[config.mk]
export PLATFORM = sky130hd
export DESIGN_NAME = octet_slot_buffer
export DESIGN_NICKNAME = d
export VERILOG_FILES = /design/src/rtl/osb_pkg.sv /design/src/rtl/osb_strobe_sel.sv /design/src/rtl/osb_octet_bank.sv /design/src/rtl/osb_burst_shift.sv /design/src/rtl/octet_slot_buffer.sv
export SDC_FILE = /design/constraint.sdc
export NUM_CORES = 1
export LEC_CHECK = 0
export ABC_AREA = 1
export ABC_CLOCK_PERIOD_IN_PS = 1700
export BUFFER_PORTS_ARGS = -buffer_cell sky130_fd_sc_hd__buf_2
export CAP_MARGIN = 5
export CORE_ASPECT_RATIO = 0.7
export CORE_MARGIN = 1.5
export CORE_UTILIZATION = 26
export CTS_CLUSTER_SIZE = 12
export DETAILED_ROUTE_END_ITERATION = 16
export GPL_ROUTABILITY_DRIVEN = 0
export GPL_TIMING_DRIVEN = 0
export PLACE_DENSITY = 0.44
export SYNTH_ARGS = -nofsm -noshare
export SYNTH_HDL_FRONTEND = slang
export SYNTH_SLANG_ARGS = --single-unit
[constraint.sdc]
create_clock -name clk -period 1.7 [get_ports clk]
set_input_delay 0.085 -clock clk [delete_from_list [all_inputs] [get_ports clk]]
set_output_delay 0.085 -clock clk [all_outputs]
set_load 0.05 [all_outputs]
[src/rtl/osb_pkg.sv]
package osb_pkg;
  // Slip status latched at the start of a burst.
  typedef struct packed {
    logic rep;   // burst repeats the previous octet
    logic del;   // one or more octets were dropped before this burst
  } slip_t;
endpackage

[src/rtl/osb_strobe_sel.sv]
module osb_strobe_sel (
  input  logic clk,
  input  logic rst_n,
  input  logic ts_sel,
  input  logic ts_a,
  input  logic ts_b,
  output logic ts_on,
  output logic start
);
  logic ts_prev;

  assign ts_on = ts_sel ? ts_a : ts_b;
  // Previous value resets high so a strobe already high at reset release
  // never yields a partial burst.
  assign start = ts_on & ~ts_prev;

  always_ff @(posedge clk or negedge rst_n) begin
    if (!rst_n) ts_prev <= 1'b1;
    else        ts_prev <= ts_on;
  end
endmodule

[src/rtl/osb_octet_bank.sv]
module osb_octet_bank
  import osb_pkg::*;
#(
  parameter int DATA_W = 8
) (
  input  logic              clk,
  input  logic              rst_n,
  input  logic              wr_valid,
  input  logic [DATA_W-1:0] wr_data,
  input  logic              wr_viol,
  input  logic              start,
  output logic [DATA_W-1:0] rd_word,
  output logic              rd_viol,
  output slip_t             slip
);
  localparam int NSLOT = 2;

  logic rd_idx;     // register currently owned by the reader
  logic rd_next;
  logic wr_idx;
  logic pend;       // the non-read register holds an unsent octet
  logic del_pend;   // an unsent octet was overwritten since the last start

  // At a start the reader takes the pending register; otherwise it stays.
  assign rd_next = (start && pend) ? ~rd_idx : rd_idx;
  // The writer always targets the register the reader does not own next.
  assign wr_idx  = ~rd_next;

  assign slip.rep = ~pend;
  assign slip.del = del_pend;

  logic [DATA_W-1:0] slot_q [NSLOT];
  logic              slot_v [NSLOT];

  for (genvar g = 0; g < NSLOT; g++) begin : g_slot
    logic [DATA_W-1:0] q;
    logic              v;
    always_ff @(posedge clk or negedge rst_n) begin
      if (!rst_n) begin
        q <= '1;
        v <= 1'b0;
      end else if (wr_valid && (wr_idx == 1'(g))) begin
        q <= wr_data;
        v <= wr_viol;
      end
    end
    assign slot_q[g] = q;
    assign slot_v[g] = v;
  end

  assign rd_word = slot_q[rd_next];
  assign rd_viol = slot_v[rd_next];

  always_ff @(posedge clk or negedge rst_n) begin
    if (!rst_n) begin
      rd_idx   <= 1'b0;
      pend     <= 1'b0;
      del_pend <= 1'b0;
    end else begin
      rd_idx <= rd_next;
      pend   <= (pend & ~start) | wr_valid;
      if (start)                  del_pend <= 1'b0;
      else if (wr_valid && pend)  del_pend <= 1'b1;
    end
  end
endmodule

[src/rtl/osb_burst_shift.sv]
module osb_burst_shift
  import osb_pkg::*;
#(
  parameter int DATA_W = 8
) (
  input  logic              clk,
  input  logic              rst_n,
  input  logic              start,
  input  logic              ts_on,
  input  logic [DATA_W-1:0] word,
  input  logic              viol,
  input  slip_t             slip,
  input  logic              blank_force,
  input  logic              sup_n,
  output logic              pcm_out,
  output logic              ins_flag,
  output logic              del_flag
);
  localparam int CNT_W = $clog2(DATA_W + 1);
  localparam int IDX_W = $clog2(DATA_W);

  logic [CNT_W-1:0] cnt;    // next bit index while a burst runs, 0 when idle
  logic [IDX_W-1:0] idx;
  logic             mask;
  logic             bit_v;
  logic             more;

  assign mask  = blank_force | (~sup_n & ~viol);
  assign idx   = start ? '0 : cnt[IDX_W-1:0];
  assign bit_v = mask | word[idx];
  assign more  = ts_on && (cnt != '0) && (cnt < CNT_W'(DATA_W));

  always_ff @(posedge clk or negedge rst_n) begin
    if (!rst_n) begin
      cnt      <= '0;
      pcm_out  <= 1'b1;
      ins_flag <= 1'b0;
      del_flag <= 1'b0;
    end else if (start) begin
      cnt      <= CNT_W'(1);
      pcm_out  <= bit_v;
      ins_flag <= slip.rep;
      del_flag <= slip.del;
    end else if (more) begin
      cnt      <= cnt + CNT_W'(1);
      pcm_out  <= bit_v;
    end else begin
      cnt      <= '0;
      pcm_out  <= 1'b1;
      ins_flag <= 1'b0;
      del_flag <= 1'b0;
    end
  end
endmodule

[src/rtl/octet_slot_buffer.sv]
module octet_slot_buffer
  import osb_pkg::*;
#(
  parameter int DATA_W = 8
) (
  input  logic              clk,
  input  logic              rst_n,
  input  logic              oct_valid,
  input  logic [DATA_W-1:0] oct_data,
  input  logic              oct_viol,
  input  logic              ts_sel,
  input  logic              ts_a,
  input  logic              ts_b,
  input  logic              sup_n,
  input  logic              blank_force,
  output logic              pcm_out,
  output logic              ins_flag,
  output logic              del_flag
);
  logic              ts_on;
  logic              start;
  logic [DATA_W-1:0] rd_word;
  logic              rd_viol;
  slip_t             slip;

  osb_strobe_sel u_sel (
    .clk    (clk),
    .rst_n  (rst_n),
    .ts_sel (ts_sel),
    .ts_a   (ts_a),
    .ts_b   (ts_b),
    .ts_on  (ts_on),
    .start  (start)
  );

  osb_octet_bank #(.DATA_W(DATA_W)) u_bank (
    .clk      (clk),
    .rst_n    (rst_n),
    .wr_valid (oct_valid),
    .wr_data  (oct_data),
    .wr_viol  (oct_viol),
    .start    (start),
    .rd_word  (rd_word),
    .rd_viol  (rd_viol),
    .slip     (slip)
  );

  osb_burst_shift #(.DATA_W(DATA_W)) u_shift (
    .clk         (clk),
    .rst_n       (rst_n),
    .start       (start),
    .ts_on       (ts_on),
    .word        (rd_word),
    .viol        (rd_viol),
    .slip        (slip),
    .blank_force (blank_force),
    .sup_n       (sup_n),
    .pcm_out     (pcm_out),
    .ins_flag    (ins_flag),
    .del_flag    (del_flag)
  );
endmodule

==> Yosys cells after proc, flatten, opt, wreduce, memory -nomap -nowiden <==
Cells that the tools add are included.
{ "totals": {"in_bits": 17, "ff_bits": 29, "output_inout_bits": 3, "word_cells": 59} }
{ "op_classes": {"n_mux": 20, "n_bitwise": 14, "addsub": 1, "reduce_logical": 8, "n_eq_ne": 1, "order_cmp": 3} }
{ "ops": {"columns": ["op", "n"], "rows": [
  ["2-to-1 mux 8 bit", 3],
  ["2-to-1 mux 1 bit", 13],
  ["2-to-1 mux 4 bit", 2],
  ["NOT 1 bit", 7],
  ["logical AND 1 bit", 6],
  ["adder 4 x 1 -> 4 bit, second input constant", 1],
  ["less-than comparator 3 x 4 -> 1 bit, second input constant", 1],
  ["less-than comparator 4 bit, second input constant", 1],
  ["nonzero test 4 bit", 1],
  ["AND 1 bit", 3],
  ["binary-select mux 1 bit (select 3 bit)", 1],
  ["2-to-1 mux 3 bit", 1],
  ["bitwise OR 1 bit", 3],
  [">= comparator 2 bit, second input constant", 1],
  ["inequality test 2 bit, second input constant", 1],
  ["NOT 1 -> 2 bit", 1],
  ["nonzero test 2 bit", 1]
]} }

==> Logic depth before layout (Yosys ltp) <==
{ "depth": {"word_depth": 14, "depth_mapped": 11, "ltp_nobuf": 11} }

==> By module <==
From an unflattened synthesis, not the netlist that was laid out.
{ "hier_totals": {"cells_unflattened": 191, "hier_area_um2": 1551.5} }
{ "by_module_without_submodules": {"columns": ["mod", "area_each_um2", "instances", "cells_per_inst"], "rows": [
  ["osb_octet_bank", 1048.5, 1, 123],
  ["osb_burst_shift", 441.7, 1, 59],
  ["osb_strobe_sel", 61.3, 1, 9]
]} }

==> Worst setup path after synthesis <==
No wires, ideal clock.
{ "synth_timing": {"path_type": "reg-to-reg", "start": "register u_sel.ts_prev", "end": "register u_bank.g_slot[0].q[7]", "stages_incl_launch_ff": 9, "required_time_ns": 1.623, "slack_ns": 0.389, "period_less_slack_ns": 1.311, "path_buffers": 1, "setup_ns": 0.077, "arrival_time_ns": 1.234, "path_cell_list": "dfstp_2 > inv_1 > nand3_2 > nand2_4 > nand2_8 > nand2_4 > buf_8 > nand2_2 > o21ai_2"} }
{ "synth_between": {"elab_chain_cells": 5} }
{ "synth_rtl": {"columns": ["element", "line", "source"], "rows": [
  ["start: declaration", "osb_strobe_sel.sv:10", "logic ts_prev;"],
  ["start signal: assignment", "osb_strobe_sel.sv:19", "else ts_prev <= ts_on;"],
  ["NOT 1 bit", "osb_strobe_sel.sv:15", "assign start = ts_on & ~ts_prev;"],
  ["AND 1 bit", "osb_strobe_sel.sv:15", null],
  ["logical AND 1 bit", "osb_octet_bank.sv:25", "assign rd_next = (start && pend) ? ~rd_idx : rd_idx;"],
  ["2-to-1 mux 1 bit", "osb_octet_bank.sv:25", null],
  ["net u_bank.rd_next", "osb_octet_bank.sv:19", "logic rd_next;"],
  ["logical AND 1 bit", "osb_octet_bank.sv:42", "end else if (wr_valid && (wr_idx == 1'(g))) begin"],
  ["end signal: assignment", "osb_octet_bank.sv:43", "q <= wr_data;"],
  ["end: declaration", "osb_octet_bank.sv:36", "logic [DATA_W-1:0] q;"]
]} }
The timed path passes the listed nets, and every way through them passes these cells.
A chain may end at the register's enable or synchronous reset.

==> Worst setup path after layout <==
{ "layout_timing": {"start": "register u_shift.cnt[0]", "end": "register u_shift.pcm_out"} }
{ "layout_between": {"elab_chain_cells": 6} }
{ "layout_rtl": {"columns": ["element", "line", "source"], "rows": [
  ["start: declaration", "osb_burst_shift.sv:22", "logic [CNT_W-1:0] cnt;"],
  ["start signal: assignment", "osb_burst_shift.sv:45", "cnt <= cnt + CNT_W'(1);"],
  ["2-to-1 mux 3 bit", "osb_burst_shift.sv:29", "assign idx = start ? '0 : cnt[IDX_W-1:0];"],
  ["binary-select mux 1 bit (select 3 bit)", "osb_burst_shift.sv:30", "assign bit_v = mask | word[idx];"],
  ["2-to-1 mux 1 bit (not written as such)", "osb_burst_shift.sv:30", null],
  ["bitwise OR 1 bit", "osb_burst_shift.sv:30", null],
  ["2-to-1 mux 1 bit", "osb_burst_shift.sv:44", "end else if (more) begin"],
  ["2-to-1 mux 1 bit (*)", "osb_burst_shift.sv:39", "end else if (start) begin"],
  ["end signal: assignment", "osb_burst_shift.sv:41", "pcm_out <= bit_v;"],
  ["end signal: assignment", "osb_burst_shift.sv:46", "pcm_out <= bit_v;"],
  ["end: declaration", "osb_burst_shift.sv:15", "output logic pcm_out,"]
]} }
Mark *: on every way between the ends. The rest lies on a longest branch, timed or not. The select of a mux whose other input is x is not followed.

==> results.md <==
* Crit-path max FO at 4
* Worst-Margin Slew at 0.656 ns
* Final min period at 1.49 ns
* Cell family with most CP delay: compound AO/OA/AOI/OAI gates
* Final Worst Setup Slack at 0.210 ns
* Largest net degree at the start of global routing at 30
* Startpoint type of the worst setup path: flip-flop
* Inst Count DP at 265
* Synthesized Nets at 190
* Filler cells at 619
* Clk Latency, worst-skew pair at 0.27 ns
* Sequential area share after synthesis at between 40 and 50%
* Worst path cell trace: inv_1, ha_1, a211oi_4, nor2_1, nor2_1, o21ai_1, inv_1, nand3_1
* Worst path slowest cell: dfrtp_1
* Die area at 6570 sq um
* DR WL/cell at 11.6 um
* Initial Util at 27.4%
* Die height at about 70 um
* Final period utilization at 87.7%
* Worst slack at placement at around 0.22 ns
* Syn. warnings at 0
* Critical path arrival at approximately 1.7 ns
* Final net count at 217
* Area Growth Syn to Fin at 17.6%
* Share of layout cells above drive strength 1 at 39.7%
* Avg Cell Area, Syn at 9.26 sq um
* First-pass GRT wire length at 5280 um
* Hold Path Class: input pin to flip-flop
* Crit path buffers/inverters at 2
* Non-filler cells, final at around 270
* PortBufs at 19
* DR iter-0 viols at 36
* Met2 Use GR at 15.6%
* Initial antenna violation count at 0
* Vias in the first global route at 1102
* Critical Path End Type: flip-flop
* Residual DRC at 0
* Overall routing resource usage at between 10 and 15%
* Via count at 1147
* DR pass1 iterations at 4
* # clock sinks at 29
* Setup TNS at 0 ns
* Finish-stage setup viols at 0
* Pins over their slew limit at 0
* Drt via density at 4.19
* Hold Vio Cnt, Final at 0
* Distinct cells, synth at 26
* WS Path Type: flip-flop to flip-flop
* Largest stage delay on the critical path at 0.34 ns
* CP required at 1.89 ns
* Multi-input gate area at 677 sq um
* FP Rows at 23
* Routed Antenna Nets at 0
* Grt met3 use at 3.33%
* CTS buffer count at 5
* I/O pin total at 20
* MaxCap Viol Count at 0
* Root Driver: clkbuf_8
* Met1 Use GR at 15.7%
* Seq cells post-synth at 29
* Busiest grt layer: met1
* FMAX at roughly 670 MHz
* CTS clock-pin slew for the worst setup and hold paths at roughly 0.06 ns
* Synth Instances at about 170
* Netlist Area Pre-Place at 1580 sq um
* Area of the core at 5780 sq um
* H-Tree Depth at 2
* Max_slew headroom at 56.3%
* RSZ-0062 raised after global routing: false
* Max VDD drop at 0.490 mV
* Total power at 0.00260 W
* Register area at approximately 750 sq um
* Ant. Diodes at 0
* Hpwl dp at 2360 um
* Final wirelength at about 3200 um
* Worst clock skew at 0.00194 ns
* TritonCTS clock tree: yes
* LEAKAGE at 0.878 nW
* Status: completed
* GR Overflow Total at 0
* Commonest cells after routing, fill and taps aside: inv_1, nand2_1, buf_2
* Die W at 96.3 um
* Clk buf depth at 2
* Power per standard cell area at 1390 nW/um^2
-- metal layers --
layer	vias to the layer above	routed length, um
li1	591	-
met1	529	1740
met2	25	1290
met3	2	132
met4	0	23
met5	-	0
-- metrics by stage --
| stage | utilization (%) | hold WS, ns | area, sq um |
|---|---|---|---|
| 5_1_grt | 32.2 | 0.0593 | 1860 |
| 3_5_place_dp | 30.6 | 0.159 | 1770 |
| 4_1_cts | 32.2 | 0.0554 | 1860 |
| 2_1_floorplan | - | -0.211 | 1580 |
| 3_3_place_gp | 30.6 | 0.160 | 1770 |
| 6_report | 32.2 | 0.0626 | 1860 |
-- worst min-delay path: stages --
cell,delay (ns)
buf_2,0.09
inv_1,0.09
o21ai_2,0.07
-- cells by family (layout without fill, tap and decap cells) --
group	Yosys count	in the layout	synth area share [%]
xor+xnor	1	1	0.553
simple gates	78	78	27.7
fa+ha+maj	2	2	1.58
buf+inv	37	65	9.96
flops	29	29	47.3
compound gates	24	24	13.0
-- final timing paths --
| path | from | endpoint | slack, ns | depth (start not counted) |
|---|---|---|---|---|
| min in group asynchronous | rst_n | u_shift.cnt[3]$_DFF_PN0_ | 0.38 | 2 |
| min | oct_data[7] | u_bank.g_slot[1].q[7]$_DFFE_PN1P_ | 0.06 | 3 |
| max reg2reg | u_shift.cnt[0]$_DFF_PN0_ | u_shift.pcm_out$_DFF_PN1_ | 0.21 | 8 |
| max | u_shift.cnt[0]$_DFF_PN0_ | u_shift.pcm_out$_DFF_PN1_ | 0.21 | 8 |
| min reg2reg | u_bank.g_slot[1].q[6]$_DFFE_PN1P_ | u_bank.g_slot[1].q[6]$_DFFE_PN1P_ | 0.48 | 2 |
| max in group asynchronous | rst_n | u_bank.g_slot[1].v$_DFFE_PN0P_ | 0.90 | 2 |
-- area by class of cell --
class,count,share of cell area (%)
Sequential cell,29,40.2
Buffer,2,1.41
Clock buffer,8,4.30
Inverter,35,7.06
Multi-Input combinational cell,105,36.4
Tap cell,75,5.04
Timing Repair Buffer,20,5.65
-- synthesized netlist by cell type --
master	count	area (sq um)
nand2_8	1	20.0
nand4_1	1	6.26
a21oi_1	1	5.00
a211oi_4	1	20.0
ha_1	2	25.0
nand3b_1	4	30.0
nor2_1	7	26.3
o21ai_2	18	158
o21ai_1	1	5.00
nand3_2	1	10.0
inv_2	2	7.51
xnor2_1	1	8.76
inv_1	33	124
dfrtp_1	11	275
nor4_1	1	6.26
a21o_1	1	7.51
nand2_2	4	25.0
nand2_1	33	124
nand4_4	1	21.3
nor2_4	2	22.5
dfstp_2	18	473
o21ai_0	2	10.0
nand3_1	18	90.1
nand2_4	5	56.3
buf_6	1	11.3
buf_8	1	15.0
-- sequential cells by signal, summed over array words and instances (netlist names) --
register          flops
u_shift.ins_flag      1
u_shift.del_flag      1
u_bank.rd_idx         1
u_shift.cnt           4
u_bank.g_slot.q      16
u_sel.ts_prev         1
u_shift.pcm_out       1
u_bank.pend           1
u_bank.g_slot.v       2
u_bank.del_pend       1
-- power breakdown --
group	switching (W)	total [W]	internal, W
Combinational	0.000534	0.000889	0.000355
Sequential	0.000133	0.00117	0.00104
Clock	0.000244	0.000534	0.000290
-- what timing repair did --
item / CTS / global route
gates resized for setup: 0 / 0
buffers inserted: 0 / 0
hold endpoints to repair: 11 / 0
hold buffers: 1 / 0
Note: power is estimated with default switching activity, not from simulation.
